File: config.mk
export PLATFORM = sky130hd
export DESIGN_NAME = nor_erase_ctrl
export DESIGN_NICKNAME = d
export VERILOG_FILES = /design/src/rtl/nor_erase_pkg.sv /design/src/rtl/nor_erase_cmd_rom.sv /design/src/rtl/nor_erase_timer.sv /design/src/rtl/nor_erase_ctrl.sv
export SDC_FILE = /design/constraint.sdc
export NUM_CORES = 1
export LEC_CHECK = 0
export BUFFER_PORTS_ARGS = -buffer_cell sky130_fd_sc_hd__buf_4
export CORE_ASPECT_RATIO = 0.5
export CORE_UTILIZATION = 45
export CTS_CLUSTER_SIZE = 16
export DETAILED_ROUTE_END_ITERATION = 8
export PLACE_DENSITY = 0.66
export RECOVER_POWER = 100
export SLEW_MARGIN = 25
export SYNTH_ARGS = -nofsm -noshare
export SYNTH_HDL_FRONTEND = slang
export SYNTH_HIERARCHICAL = 1
export SYNTH_SLANG_ARGS = --single-unit
export TNS_END_PERCENT = 100
File: constraint.sdc
create_clock -name clk -period 2.5 [get_ports clk]
set_clock_uncertainty 0.15 [all_clocks]
set_input_delay 0.125 -clock clk [delete_from_list [all_inputs] [get_ports clk]]
set_output_delay 0.125 -clock clk [all_outputs]
set_load 0.02 [all_outputs]
File: src/rtl/nor_erase_pkg.sv
package nor_erase_pkg;

    localparam int NSTEPS = 6;

    localparam logic [7:0] C_UNLK_A  = 8'hAA;
    localparam logic [7:0] C_UNLK_B  = 8'h55;
    localparam logic [7:0] C_SETUP   = 8'h80;
    localparam logic [7:0] C_SECTOR  = 8'h30;
    localparam logic [7:0] C_ALL     = 8'h10;
    localparam logic [7:0] C_SUSPEND = 8'hB0;
    localparam logic [7:0] C_RESUME  = 8'h30;
    localparam logic [7:0] C_RESET   = 8'hF0;

    typedef enum logic [3:0] {
        ST_IDLE, ST_CMD, ST_SETTLE, ST_PA, ST_PB, ST_KILL,
        ST_SCMD, ST_SA, ST_SB, ST_SUSP, ST_RESUME, ST_SFAIL
    } state_e;

    typedef enum logic [1:0] { SEL_U1, SEL_U2, SEL_BLK } sel_e;

    typedef struct packed {
        sel_e       sel;
        logic [7:0] code;
    } step_t;

    function automatic step_t seq_step(input logic [2:0] i, input logic chip);
        step_t s;
        case (i)
            3'd0:    s = '{SEL_U1, C_UNLK_A};
            3'd1:    s = '{SEL_U2, C_UNLK_B};
            3'd2:    s = '{SEL_U1, C_SETUP};
            3'd3:    s = '{SEL_U1, C_UNLK_A};
            3'd4:    s = '{SEL_U2, C_UNLK_B};
            default: s = chip ? step_t'{SEL_U1, C_ALL} : step_t'{SEL_BLK, C_SECTOR};
        endcase
        return s;
    endfunction

endpackage

File: src/rtl/nor_erase_cmd_rom.sv
module nor_erase_cmd_rom
    import nor_erase_pkg::*;
#(
    parameter int          AW      = 12,
    parameter int          DW      = 8,
    parameter logic [AW-1:0] UNLOCK1 = 'h555,
    parameter logic [AW-1:0] UNLOCK2 = 'h2AA
) (
    input  logic [2:0]    step,
    input  logic          chip,
    input  logic [AW-1:0] blk,
    output logic [AW-1:0] addr,
    output logic [DW-1:0] data
);
    step_t s;

    always_comb begin
        s    = seq_step(step, chip);
        data = DW'(s.code);
        case (s.sel)
            SEL_U1:  addr = UNLOCK1;
            SEL_U2:  addr = UNLOCK2;
            default: addr = blk;
        endcase
    end
endmodule

File: src/rtl/nor_erase_timer.sv
module nor_erase_timer #(
    parameter int LIMIT = 16
) (
    input  logic clk,
    input  logic rst,
    input  logic clr,
    input  logic inc,
    output logic last
);
    localparam int CW = (LIMIT > 1) ? $clog2(LIMIT) : 1;

    logic [CW-1:0] cnt_q;

    always_ff @(posedge clk) begin
        if (rst || clr)   cnt_q <= '0;
        else if (inc)     cnt_q <= cnt_q + 1'b1;
    end

    assign last = (cnt_q == CW'(LIMIT - 1));
endmodule

File: src/rtl/nor_erase_ctrl.sv
module nor_erase_ctrl
    import nor_erase_pkg::*;
#(
    parameter int            AW         = 12,
    parameter int            DW         = 8,
    parameter logic [AW-1:0] UNLOCK1    = 'h555,
    parameter logic [AW-1:0] UNLOCK2    = 'h2AA,
    parameter logic [AW-1:0] BASE_ADDR  = '0,
    parameter int            SETTLE_CYC = 64,
    parameter int            ERASE_TMO  = 4096,
    parameter int            SUSP_TMO   = 64
) (
    input  logic          clk,
    input  logic          rst,
    input  logic          req_valid,
    input  logic          req_chip,
    input  logic [AW-1:0] req_addr,
    input  logic          susp_req,
    output logic          done,
    output logic          err,
    output logic          suspended,
    output logic [AW-1:0] fl_addr,
    output logic [DW-1:0] fl_wdata,
    output logic          fl_we,
    output logic          fl_rd,
    input  logic [DW-1:0] fl_rdata
);
    localparam logic [2:0] LAST_STEP = 3'(NSTEPS - 1);

    state_e        state_q;
    logic [2:0]    idx_q;
    logic          chip_q;
    logic [AW-1:0] blk_q;
    logic [DW-1:0] first_q;
    logic          done_q, err_q, sblk_q;

    logic [AW-1:0] rom_addr;
    logic [DW-1:0] rom_data;
    logic          settle_last, etmo_last, stmo_last;
    logic          match;

    assign match = (fl_rdata == first_q);

    nor_erase_cmd_rom #(.AW(AW), .DW(DW), .UNLOCK1(UNLOCK1), .UNLOCK2(UNLOCK2)) u_rom (
        .step(idx_q), .chip(chip_q), .blk(blk_q), .addr(rom_addr), .data(rom_data)
    );

    nor_erase_timer #(.LIMIT(SETTLE_CYC)) u_settle (
        .clk(clk), .rst(rst),
        .clr(state_q != ST_SETTLE),
        .inc(state_q == ST_SETTLE),
        .last(settle_last)
    );

    nor_erase_timer #(.LIMIT(ERASE_TMO)) u_etmo (
        .clk(clk), .rst(rst),
        .clr(state_q == ST_IDLE || state_q == ST_RESUME || state_q == ST_SFAIL),
        .inc(state_q == ST_PB && !match && !etmo_last),
        .last(etmo_last)
    );

    nor_erase_timer #(.LIMIT(SUSP_TMO)) u_stmo (
        .clk(clk), .rst(rst),
        .clr(state_q == ST_SCMD),
        .inc(state_q == ST_SB && !match && !stmo_last),
        .last(stmo_last)
    );

    always_ff @(posedge clk) begin
        if (rst) begin
            state_q <= ST_IDLE;
            idx_q   <= '0;
            chip_q  <= 1'b0;
            blk_q   <= '0;
            first_q <= '0;
            done_q  <= 1'b0;
            err_q   <= 1'b0;
            sblk_q  <= 1'b0;
        end else begin
            done_q <= 1'b0;
            err_q  <= 1'b0;
            if (!susp_req) sblk_q <= 1'b0;
            case (state_q)
                ST_IDLE: if (req_valid) begin
                    chip_q  <= req_chip;
                    blk_q   <= req_chip ? UNLOCK1 : req_addr;
                    idx_q   <= '0;
                    state_q <= ST_CMD;
                end
                ST_CMD: begin
                    if (idx_q == LAST_STEP) state_q <= ST_SETTLE;
                    else                    idx_q   <= idx_q + 1'b1;
                end
                ST_SETTLE: if (settle_last) state_q <= ST_PA;
                ST_PA: begin
                    if (susp_req && !sblk_q) state_q <= ST_SCMD;
                    else begin
                        first_q <= fl_rdata;
                        state_q <= ST_PB;
                    end
                end
                ST_PB: begin
                    if (match) begin
                        done_q  <= 1'b1;
                        state_q <= ST_IDLE;
                    end else if (etmo_last) state_q <= ST_KILL;
                    else                    state_q <= ST_PA;
                end
                ST_KILL: begin
                    err_q   <= 1'b1;
                    state_q <= ST_IDLE;
                end
                ST_SCMD: state_q <= ST_SA;
                ST_SA: begin
                    first_q <= fl_rdata;
                    state_q <= ST_SB;
                end
                ST_SB: begin
                    if (match)          state_q <= ST_SUSP;
                    else if (stmo_last) state_q <= ST_SFAIL;
                    else                state_q <= ST_SA;
                end
                ST_SUSP:   if (!susp_req) state_q <= ST_RESUME;
                ST_RESUME: state_q <= ST_PA;
                ST_SFAIL: begin
                    err_q   <= 1'b1;
                    sblk_q  <= 1'b1;
                    state_q <= ST_PA;
                end
                default: state_q <= ST_IDLE;
            endcase
        end
    end

    always_comb begin
        fl_we    = 1'b0;
        fl_rd    = 1'b0;
        fl_addr  = blk_q;
        fl_wdata = '0;
        case (state_q)
            ST_CMD: begin
                fl_we    = 1'b1;
                fl_addr  = rom_addr;
                fl_wdata = rom_data;
            end
            ST_PA:  fl_rd = !(susp_req && !sblk_q);
            ST_PB, ST_SA, ST_SB: fl_rd = 1'b1;
            ST_KILL: begin
                fl_we    = 1'b1;
                fl_addr  = BASE_ADDR;
                fl_wdata = DW'(C_RESET);
            end
            ST_SCMD: begin
                fl_we    = 1'b1;
                fl_wdata = DW'(C_SUSPEND);
            end
            ST_RESUME, ST_SFAIL: begin
                fl_we    = 1'b1;
                fl_wdata = DW'(C_RESUME);
            end
            default: ;
        endcase
    end

    assign done      = done_q;
    assign err       = err_q;
    assign suspended = (state_q == ST_SUSP);
endmodule

Word level (Yosys, flattened, before mapping)
Index checks and enable logic that the tools add are counted.
{"block": "classes", "n_addsub": 4, "eq_ne": 29, "n_mux": 27, "n_bitwise": 1, "reduce_logical": 31}
{"op": "$pmux W12 S2", "count": 2}
{"op": "$pmux W4 S10", "count": 1}
{"op": "$pmux W8 S4", "count": 1}
{"op": "$pmux W10 S3", "count": 1}
{"op": "$mux W4", "count": 6}
{"op": "$eq A4 B3 Y1 const B", "count": 4}
{"op": "$eq A4 B4 Y1 const B", "count": 4}
{"op": "$pmux W8 S2", "count": 1}
{"op": "$add A12 B1 Y12 const B", "count": 1}
{"op": "$add A6 B1 Y6 const B", "count": 2}
{"op": "$eq A12 B12 Y1 const B", "count": 1}
{"op": "$eq A6 B6 Y1 const B", "count": 2}
{"op": "$mux W12", "count": 1}
{"op": "$mux W3", "count": 4}
{"op": "$ne A2 B2 Y1 const B", "count": 6}
{"op": "$mux W10", "count": 1}
{"op": "$reduce_or A2 Y1", "count": 5}
{"op": "$eq A4 B2 Y1 const B", "count": 2}
{"op": "$eq A8 B8 Y1", "count": 1}
{"op": "$mux W8", "count": 1}
{"op": "$eq A3 B2 Y1 const B", "count": 2}
{"op": "$eq A3 B3 Y1 const B", "count": 2}
{"op": "$pmux W3 S2", "count": 1}
{"op": "$logic_and A1 B1 Y1", "count": 5}
{"op": "21 further kinds", "count": 35}
{"block": "word_totals", "regBits": 55, "input_bits": 25, "output_inout_bits": 25, "elab_cells": 103}

Depth between registers and ports, before layout
Gate-level depths: netlist of run 1.
{"block": "depth", "ltp_word": 6, "mapped_depth": 10, "mapped_depth_nobuf": 9}

Modules after synthesis
Netlist of run 1, hierarchy kept.
{"mod": "nor_erase_ctrl", "n_inst": 1, "cells_each": 227, "area_per_inst_um2": 1854.3, "seq_area_each_um2": 620.6}
{"mod": "nor_erase_timer at u_etmo", "n_inst": 1, "cells_each": 64, "area_per_inst_um2": 561.8, "seq_area_each_um2": 240.2}
{"mod": "nor_erase_timer at u_settle ...", "n_inst": 2, "cells_each": 29, "area_per_inst_um2": 261.5, "seq_area_each_um2": 120.1}
{"mod": "nor_erase_cmd_rom", "n_inst": 1, "cells_each": 29, "area_per_inst_um2": 239.0, "seq_area_each_um2": 0.0}

Worst setup path after synthesis of run 1
OpenSTA, ideal clock, no wires.
{"block": "synth_path", "path_type": "register to register", "from": "reg state_q[3]", "to": "reg u_etmo.cnt_q[7]", "setup_time_ps": 71, "arrival_time_ps": 1981, "t_required_ps": 2279, "slack_ps": 299, "path_stages_with_launch": 11, "n_path_buf": 4, "synth_period_minus_slack_ps": 2201, "path_cell_list": "dfxtp_1 buf_2 buf_2 nor3_1 o21ai_1 nor2_1 buf_4 nand3_2 buf_6 or4_1 a21oi_1"}
{"block": "synth_between", "elab_chain_len": 4}
{"item": "from (decl)", "line_no": "nor_erase_ctrl.sv:30", "rtl": "state_e state_q;"}
{"item": "from (signal assigned)", "line_no": "nor_erase_ctrl.sv:71", "rtl": "state_q <= ST_IDLE;"}
{"item": "from (signal assigned)", "line_no": "nor_erase_ctrl.sv:88", "rtl": "state_q <= ST_CMD;"}
{"item": "from (signal assigned)", "line_no": "nor_erase_ctrl.sv:91", "rtl": "if (idx_q == LAST_STEP) state_q <= ST_SETTLE;"}
{"item": "$eq A4 B4 Y1 or $logic_not A4 Y1 (tied branches)", "line_no": "nor_erase_ctrl.sv:57", "rtl": ".clr(state_q == ST_IDLE || state_q == ST_RESUME || state_q == ST_SFAIL),"}
{"item": "$logic_or A1 B1 Y1 (2 in series)", "line_no": "nor_erase_ctrl.sv:57"}
{"item": "$logic_or A1 B1 Y1", "line_no": "nor_erase_timer.sv:15", "rtl": "if (rst || clr) cnt_q <= '0;"}
{"item": "to (signal assigned)", "line_no": "nor_erase_timer.sv:16", "rtl": "else if (inc) cnt_q <= cnt_q + 1'b1;"}
{"item": "to (decl)", "line_no": "nor_erase_timer.sv:12", "rtl": "logic [CW-1:0] cnt_q;"}
Several ways; a longest one is shown, not always the timed one.
A chain may end at the register's enable or synchronous reset.

Worst setup path in the final report of run 1
{"block": "layout_path", "from": "reg state_q[0]", "to": "out fl_addr[2]"}
{"block": "layout_between", "elab_chain_len": 2}
{"item": "$eq A4 B3 Y1 or $eq A4 B1 Y1 (tied branches)", "line_no": "nor_erase_ctrl.sv:140", "rtl": "case (state_q)"}
{"item": "$pmux W12 S2 (*)", "line_no": "nor_erase_ctrl.sv:140"}
{"item": "to (decl)", "line_no": "nor_erase_ctrl.sv:22", "rtl": "output logic [AW-1:0] fl_addr,"}
Mark *: on every way between the ends. The rest lies on a longest branch, timed or not.

==> results.sh, run 1 <==
export IMPL_path_cells="buf_4 -> nor4b_4 -> buf_4 -> clkbuf_2 -> a22o_1 -> clkbuf_1"
export IMPL_fin_nets=469
export IMPL_drive_gt1_frac=0.171
export IMPL_swShare=0.276
export IMPL_power_frac_clock=0.350
export IMPL_fin_cells=531
export IMPL_power_share_sequential=0.426
export IMPL_start_kind="flip-flop"
export IMPL_status="finished clean"
export IMPL_grt_usage=0.205
export IMPL_internal_power_w=0.00158
export IMPL_antenna_found_initial=0
export IMPL_areaGrowthSynthToFinish_pct=20.9
export IMPL_cts_tree="done"
export IMPL_fp_dieH_um=61.4
export IMPL_yosysTopAreaCell="dfxtp_1"
export IMPL_timing_critical_path_buf_inv=4
export IMPL_syn_cell_area_sq_um=3180
export IMPL_syn_area_per_cell_sq_um=8.41
export IMPL_drt_total_wl_um=7360
export IMPL_cts_sinks=55
export IMPL_fin_crit_ns=2.32
export IMPL_ys_dominant_reg_cell="dfxtp_1"
export IMPL_switching_power_w=0.000604
export IMPL_combPwrFrac=0.224
export IMPL_cts_buffers=5
export IMPL_netlist_instances=378
export IMPL_grt_pass1_vias=2640
export IMPL_period_share=0.926
export IMPL_nFillCells=598
export IMPL_critical_path_top_delay_family="buffers and inverters"
export IMPL_hold_viol=0
export IMPL_drt_vias_per_instance=5.39
export IMPL_yosys_warnings=6
export IMPL_yosys_register_bits=55
export IMPL_ir_drop_mv=0.324
export IMPL_crit_fanout=15
export IMPL_ant_nets=0
export IMPL_rrSetupSlack_ns=0.23
export IMPL_start_util=0.471
export IMPL_clk_pin_slew_ns=0.07
export IMPL_die_w_um=121
export IMPL_slowest_stage="dfxtp_1"
export IMPL_wl_per_cell_um=13.9
export IMPL_hpwl_um=5100
export IMPL_fin_tns_setup_ns=0
export IMPL_gr_total_overflow=0
export IMPL_postPlaceCellArea_sq_um=3530
export IMPL_diodes=0
export IMPL_layout_common_cells="dfxtp_1 (55), nor2_1 (48), buf_4 (39), nand2_1 (34), a21oi_1 (27)"
export IMPL_ys_top_cells_by_area="dfxtp_1 (35%), nor2_1 (5.7%), mux2i_1 (4.4%), a21oi_1 (4.3%), nand2_1 (4.0%)"
export IMPL_arrival_ns=2.04
export IMPL_critical_path_class="flip-flop to output pin"
export IMPL_gp_congestion=0.801
export IMPL_portBuffers=49
export IMPL_syn_num_nets=408
export IMPL_setup_viol_count_final=0
export IMPL_drcViolationCount=0
export IMPL_rsz0062_at_grt="false"
export IMPL_drv_cap=0
export IMPL_cp_required_ns=2.23
export IMPL_finalInstanceArea_sq_um=3840
export IMPL_insertion_delay_ns=0.29
export IMPL_final_common_cell="dfxtp_1"
export IMPL_fmax_ghz=0.432
export IMPL_crit_path_end_kind="output pin"
export IMPL_p_per_area_nw_per_um2=569
export IMPL_htreeDepth=2
export IMPL_synth_top_area_frac=0.346
export IMPL_whs_ns=0.00461
export IMPL_tightest_slew_ns=0.639
export IMPL_cts_buffer_depth=2
export IMPL_cp_common_cell="buf_4"
export IMPL_core_sq_um=6750
export IMPL_fin_util=0.569
export IMPL_grt_max_degree=36
export IMPL_yosysSeqAreaShare=0.346
export IMPL_critical_path_max_stage_delay_ns=0.42
export IMPL_synth_edf_count=0
export IMPL_synth_cell_types=58
export IMPL_p_leak_nw=1.42
export IMPL_dr_first_iter_drc_count=144
export IMPL_cts_root_buffer="clkbuf_16"
export IMPL_rows=21
export IMPL_vias=2861
export IMPL_min_path_type="primary input to flip-flop"
export IMPL_dr_pass1_iters=4
export IMPL_num_io_pins=50
export IMPL_async_reset_ff_frac=0
export IMPL_drv_slew=0
export IMPL_place_inst=499
export IMPL_maxSlewHeadroom=0.572
export IMPL_die_area_sq_um=7420
export IMPL_grt_pass1_wl_um=11900
## tightest hold or removal path, cell delays in order
cell     delay [ns]
buf_4          0.15
nand2_1        0.06
a21oi_1        0.05
## power groups by stage
stage	registers [W]	clock network, W	logic (W)
floorplan	0.000944	0	0.000349
global placement	0.000950	0	0.000472
detailed placement	0.000952	0	0.000479
CTS	0.000932	0.000782	0.000508
global route	0.000936	0.000807	0.000535
finish	0.000932	0.000766	0.000490
## flip-flops by register name, indices dropped and copies added, names as in the netlist
| signal | count |
|---|---|
| blk_q | 12 |
| u_etmo/cnt_q | 12 |
| first_q | 8 |
| u_settle/cnt_q | 6 |
| u_stmo/cnt_q | 6 |
| state_q | 4 |
| idx_q | 3 |
| chip_q | 1 |
| done | 1 |
| err | 1 |
| sblk_q | 1 |
## stage by stage
stage / total power [W] / worst slack, ns
4_1_cts: 0.00222 / 0.136
3_5_place_dp: 0.00143 / 0.227
6_report: 0.00219 / 0.184
2_1_floorplan: 0.00129 / 0.299
5_1_grt: 0.00228 / 0.0365
3_3_place_gp: 0.00142 / 0.379
## cell usage after synthesis (all sizes together), types with 3 or more instances
cell and number:
o21ai 10, buf 22, or2 7, inv 8
nand3 9, nand3b 7, clkbuf 7, xor2 11
and2 5, mux2i 14, or4 4, nor3 15
nand2 35, nand4 10, or3 6, nand2b 5
nor2b 3, a22o 12, xnor2 12, o31ai 4
o22a 6, dfxtp 55, a21oi 27, ha 5
o2bb2ai 5, nor2 48
## layer usage
layer  up-vias  global-route usage  share of wire
met4         0              0.0741         0.0035
met1      1344               0.251           0.47
met3         4              0.0398          0.033
met5         -                   0              0
li1       1464                   -              -
met2        49               0.371           0.49
## cells by family (layout without fill, tap and decap cells)
group | count (synthesis) | after routing | share of synthesized area
AOI/OAI and AO/OA | 79 | 79 | 0.178
xor gates and xnor gates | 23 | 23 | 0.0657
adders and majority gates | 5 | 5 | 0.0197
buffers and inverters | 37 | 98 | 0.0705
DFF | 55 | 55 | 0.346
muxes | 15 | 15 | 0.0476
and+or+nand+nor | 164 | 164 | 0.272
## timing repair
item                       CTS  global route
setup endpoints to repair    0             3
hold buffers                21             0
gates resized for setup      0             1
buffers inserted             0             4
hold endpoints to repair    21             0
## final timing paths
check,from,to,cells after the start
max,state_q[0]$_SDFFE_PP0P_,fl_addr[2],6
min,req_chip,chip_q$_SDFFE_PP0P_,3
min reg2reg,sblk_q$_SDFFE_PP0P_,sblk_q$_SDFFE_PP0P_,2
max reg2reg,state_q[1]$_SDFFE_PP0P_,u_stmo/cnt_q[5]$_SDFFE_PP0P_,7
## layout make-up
cell class                 instances  area (sq um)  area share
clock buffer                       6           129      0.0335
timing repair buffer              83           598       0.156
tap                               92           115      0.0300
clock inverter                     1          30.0     0.00782
multi-input combinational        286          1840       0.479
inverter                           8          30.0     0.00782
sequential                        55          1100       0.287
Note: power is estimated with default switching activity, not from simulation.
==> inputs of run 2 (changes only) <==
--- a/config.mk
+++ b/config.mk
@@ -17,4 +17,4 @@
 export SYNTH_HDL_FRONTEND = slang
 export SYNTH_HIERARCHICAL = 1
 export SYNTH_SLANG_ARGS = --single-unit
-export TNS_END_PERCENT = 100
+export TNS_END_PERCENT = 20
==> constraint.sdc (replaced) <==
create_clock -name clk -period 2.5 [get_ports clk]
set_clock_uncertainty 0.15 [all_clocks]
set_input_delay 0.125 -clock clk [delete_from_list [all_inputs] [get_ports clk]]
set_output_delay 0.125 -clock clk [all_outputs]
set_load 0.1 [all_outputs]
==> results.sh, run 2 (same netlist as run 1, synthesis figures left out) <==
export IMPL_num_io_pins=50
export IMPL_final_common_cell="dfxtp_1"
export IMPL_insertion_delay_ns=0.30
export IMPL_critical_path_top_delay_family="simple AND/OR/NAND/NOR gates"
export IMPL_fin_tns_setup_ns=0
export IMPL_switching_power_w=0.000918
export IMPL_fin_nets=468
export IMPL_pre_cts_slack_ns=0.246
export IMPL_p_leak_nw=1.45
export IMPL_setup_viol_count_final=0
export IMPL_diodes=0
export IMPL_vias=2848
export IMPL_wl_per_cell_um=13.8
export IMPL_cts_sinks=55
export IMPL_cts_buffers=5
export IMPL_die_w_um=121
export IMPL_cts_root_buffer="clkbuf_16"
export IMPL_setup_ws_ns=0.192
export IMPL_cp_common_cell="nand2_1"
export IMPL_fin_crit_ns=2.31
export IMPL_place_inst=501
export IMPL_tightest_slew_ns=1.16
export IMPL_drv_cap=0
export IMPL_portBuffers=49
export IMPL_postPlaceCellArea_sq_um=3550
export IMPL_rsz0062_at_grt="false"
export IMPL_nFillCells=613
export IMPL_die_area_sq_um=7420
export IMPL_antenna_found_initial=0
export IMPL_areaGrowthSynthToFinish_pct=21.7
export IMPL_maxSlewHeadroom=0.229
export IMPL_drt_total_wl_um=7320
export IMPL_dr_first_iter_drc_count=153
export IMPL_slowest_stage="buf_2"
export IMPL_cts_tree="done"
export IMPL_period_share=0.923
export IMPL_ir_drop_mv=0.267
export IMPL_timing_critical_path_buf_inv=2
export IMPL_grt_usage=0.208
export IMPL_dr_pass1_iters=4
export IMPL_status="finished clean"
export IMPL_rows=21
export IMPL_critical_path_class="flip-flop to output pin"
export IMPL_drive_gt1_frac=0.196
export IMPL_drt_vias_per_instance=5.36
export IMPL_gp_congestion=0.836
export IMPL_largestRegisters="blk_q: 12 flops, u_etmo/cnt_q: 12 flops, first_q: 8 flops"
export IMPL_grt_pass1_wl_um=12000
export IMPL_drv_slew=0
export IMPL_grt_pass1_vias=2585
export IMPL_internal_power_w=0.00153
export IMPL_p_per_area_nw_per_um2=632
export IMPL_crit_path_end_kind="output pin"
export IMPL_gr_total_overflow=0
export IMPL_htreeDepth=2
export IMPL_finalInstanceArea_sq_um=3870
export IMPL_start_util=0.471
export IMPL_drcViolationCount=0
export IMPL_hpwl_um=5040
export IMPL_grt_max_degree=36
export IMPL_crit_fanout=16
export IMPL_power_frac_clock=0.297
export IMPL_fp_dieH_um=61.4
export IMPL_start_kind="flip-flop"
export IMPL_power_share_sequential=0.380
export IMPL_fmax_ghz=0.433
export IMPL_arrival_ns=2.03
export IMPL_fin_cells=531
export IMPL_ant_nets=0
export IMPL_critical_path_max_stage_delay_ns=0.44
export IMPL_clk_pin_slew_ns=0.07
export IMPL_cp_required_ns=2.23
export IMPL_core_sq_um=6750
export IMPL_path_cells="buf_4 -> nor2_1 -> nand2_1 -> nand2_1 -> buf_2"
export IMPL_hold_viol=0
export IMPL_swShare=0.375
export IMPL_layout_common_cells="dfxtp_1 (55), nor2_1 (48), nand2_1 (34), buf_4 (33), a21oi_1 (27)"
export IMPL_cts_buffer_depth=2
export IMPL_p_total_w=0.00245
export IMPL_combPwrFrac=0.323
export IMPL_min_path_type="primary input to flip-flop"
run 2: final cells by class:
cell class | count | area (sq um) | share of cell area
multi-input combinational | 286 | 1830 | 0.473
inverter | 8 | 30.0 | 0.00777
tap | 92 | 115 | 0.0298
sequential | 55 | 1100 | 0.285
clock inverter | 2 | 16.3 | 0.00421
clock buffer | 6 | 139 | 0.0359
timing repair buffer | 82 | 634 | 0.164
run 2: final timing paths:
path / from / end / slack, ns / cells after the start
worst max register to register: state_q[2]$_SDFFE_PP0P_ / u_stmo/cnt_q[5]$_SDFFE_PP0P_ / 0.21 / 8
worst max-delay path: state_q[3]$_SDFFE_PP0P_ / fl_we / 0.19 / 5
worst min register to register: sblk_q$_SDFFE_PP0P_ / sblk_q$_SDFFE_PP0P_ / 0.31 / 2
worst min-delay path: rst / first_q[1]$_SDFFE_PP0P_ / 0.08 / 2
run 2: timing repair:
action	in CTS	in global routing
buffers inserted	0	0
gates resized for setup	0	0
hold buffers	22	0
hold endpoints to repair	22	0
run 2: per-layer routing:
metal | track usage | vias up | share of wire
met3 | 0.0454 | 11 | 0.038
met5 | 0 | - | 0
li1 | - | 1456 | -
met2 | 0.364 | 46 | 0.47
met1 | 0.259 | 1335 | 0.48
met4 | 0.0776 | 0 | 0.012
run 2: power by group through the flow:
| stage | combinational (W) | sequential [W] | clock [W] |
|---|---|---|---|
| detailed placement | 0.000778 | 0.000949 | 0 |
| floorplan | 0.000642 | 0.000944 | 0 |
| finish | 0.000789 | 0.000929 | 0.000727 |
| global placement | 0.000772 | 0.000947 | 0 |
| CTS | 0.000807 | 0.000928 | 0.000751 |
| global route | 0.000838 | 0.000933 | 0.000790 |
run 2: per-stage QoR:
| stage | utilization | hold slack [ns] |
|---|---|---|
| floorplan | - | 0.0439 |
| global placement | 0.526 | 0.224 |
| detailed placement | 0.526 | 0.237 |
| CTS | 0.581 | 0.0812 |
| global route | 0.573 | 0.0829 |
| finish | 0.573 | 0.0760 |
==> inputs of run 3 (changes only) <==
--- a/config.mk
+++ b/config.mk
@@ -11,7 +11,6 @@
 export CTS_CLUSTER_SIZE = 16
 export DETAILED_ROUTE_END_ITERATION = 8
 export PLACE_DENSITY = 0.66
-export RECOVER_POWER = 100
 export SLEW_MARGIN = 25
 export SYNTH_ARGS = -nofsm -noshare
 export SYNTH_HDL_FRONTEND = slang
==> constraint.sdc (replaced) <==
create_clock -name clk -period 2.2 [get_ports clk]
set_clock_uncertainty 0.15 [all_clocks]
set_input_delay 0.11 -clock clk [delete_from_list [all_inputs] [get_ports clk]]
set_output_delay 0.11 -clock clk [all_outputs]
set_load 0.1 [all_outputs]
==> results.sh, run 3 (same netlist as run 1, synthesis figures left out) <==
export IMPL_core_sq_um=6750
export IMPL_hold_viol=0
export IMPL_ir_drop_mv=0.322
export IMPL_setup_viol_count_final=0
export IMPL_wl_per_cell_um=14.2
export IMPL_cp_required_ns=1.94
export IMPL_clk_pin_slew_ns=0.07
export IMPL_cts_sinks=55
export IMPL_drive_gt1_frac=0.247
export IMPL_crit_fanout=11
export IMPL_drcViolationCount=0
export IMPL_critical_path_top_delay_family="flip-flops"
export IMPL_drv_cap=0
export IMPL_cts_root_buffer="clkbuf_16"
export IMPL_rows=21
export IMPL_antenna_found_initial=0
export IMPL_portBuffers=49
export IMPL_insertion_delay_ns=0.29
export IMPL_critical_path_class="flip-flop to output pin"
export IMPL_start_util=0.471
export IMPL_grt_pass1_vias=2742
export IMPL_die_area_sq_um=7420
export IMPL_multi_input_comb_area_sq_um=1920
export IMPL_status="finished clean"
export IMPL_p_leak_nw=1.55
export IMPL_grt_usage=0.209
export IMPL_fin_util=0.601
export IMPL_arrival_ns=1.85
export IMPL_dr_pass1_iters=4
export IMPL_largestRegisters="blk_q: 12 flops, u_etmo/cnt_q: 12 flops, first_q: 8 flops"
export IMPL_fin_crit_ns=2.11
export IMPL_final_common_cell="buf_4"
export IMPL_nFillCells=588
export IMPL_cts_tree="done"
export IMPL_fmax_ghz=0.474
export IMPL_reg2reg_depth=7
export IMPL_cp_common_cell="buf_4"
export IMPL_min_path_cells=3
export IMPL_slowest_stage="dfxtp_1"
export IMPL_gp_congestion=0.772
export IMPL_drt_total_wl_um=7640
export IMPL_p_total_w=0.00293
export IMPL_layout_common_cells="buf_4 (63), dfxtp_1 (54), nor2_1 (47), nand2_1 (33), a21oi_1 (26)"
export IMPL_grt_max_degree=36
export IMPL_vias=2929
export IMPL_tightest_slew_ns=0.425
export IMPL_grt_pass1_wl_um=12200
export IMPL_critical_path_max_stage_delay_ns=0.57
export IMPL_drt_vias_per_instance=5.45
export IMPL_hpwl_um=5200
export IMPL_path_cells="xnor2_4 -> buf_4 -> o22a_2 -> a22o_1 -> buf_4"
export IMPL_areaGrowthSynthToFinish_pct=27.8
export IMPL_cts_buffer_depth=2
export IMPL_rsz0062_at_grt="false"
export IMPL_crit_path_end_kind="output pin"
export IMPL_htreeDepth=2
export IMPL_start_kind="flip-flop"
export IMPL_seq_area_sq_um=1100
export IMPL_cts_buffers=5
export IMPL_dr_first_iter_drc_count=104
export IMPL_gr_total_overflow=0
export IMPL_fin_nets=474
export IMPL_period_share=0.958
export IMPL_p_per_area_nw_per_um2=721
export IMPL_crit_cells=5
export IMPL_num_io_pins=50
export IMPL_timing_critical_path_buf_inv=2
export IMPL_ant_nets=0
export IMPL_die_w_um=121
export IMPL_diodes=0
export IMPL_whs_ns=0.0223
export IMPL_maxSlewHeadroom=0.716
export IMPL_drv_slew=0
export IMPL_fp_dieH_um=61.4
export IMPL_min_path_type="primary input to flip-flop"
==> run 3: stage by stage <==
| stage | instances | setup WS [ns] | setup TNS [ns] | instance area, sq um |
|---|---|---|---|---|
| 6_report | 537 | 0.0924 | 0 | 4060 |
| 5_1_grt | 537 | 0.0115 | 0 | 4060 |
| 4_1_cts | 534 | 0.00478 | 0 | 3990 |
| 3_5_place_dp | 505 | 0.103 | 0 | 3590 |
| 3_3_place_gp | 505 | 0.162 | 0 | 3590 |
| 2_1_floorplan | 378 | -0.533 | -1.39 | 3180 |
==> run 3: path summary, 6_finish.rpt <==
path,from,to,slack [ns]
worst max-delay path,idx_q[0]$_SDFFE_PP0P_,fl_addr[0],0.09
worst min-delay path,req_chip,chip_q$_SDFFE_PP0P_,0.02
worst max register to register,state_q[2]$_SDFFE_PP0P_,u_stmo/cnt_q[5]$_SDFFE_PP0P_,0.16
worst min register to register,sblk_q$_SDFFE_PP0P_,sblk_q$_SDFFE_PP0P_,0.31
==> run 3: where the power goes <==
part	internal, W	switching [W]	total [W]	leakage [nW]
registers	0.00103	0.0000327	0.00106	0.446
logic	0.000284	0.000655	0.000940	1.02
clock network	0.000573	0.000358	0.000931	0.0875
total	0.00188	0.00105	0.00293	1.55
==> run 3: timing repair <==
action	4_1_cts	5_1_grt
gates resized for setup	2	14
pin swaps	1	3
hold buffers	21	0
endpoints found under the hold margin	21	0
gates cloned	0	1
setup buffers	0	2
setup endpoints to repair	14	30
==> run 3: tightest hold or removal path: stages <==
cell	delay, ns
buf_4	0.16
nand2_1	0.07
a21oi_1	0.06
==> run 3: cell type report <==
class / instances / area share
multi-input cells: 287 / 0.473
flip-flops and latches: 55 / 0.271
repair buffers: 87 / 0.177
clock buffers: 6 / 0.0342
well taps: 92 / 0.0283
clock inverters: 2 / 0.00955
inverters: 8 / 0.00739
==> run 3: per-layer routing <==
metal,share of wire,global-route usage,vias to the layer above,wire length (um)
li1,-,-,1470,-
met1,0.46,0.243,1401,3500
met2,0.49,0.407,54,3770
met3,0.043,0.0435,4,328
met4,0.0059,0.0494,0,45
met5,0,0,-,0
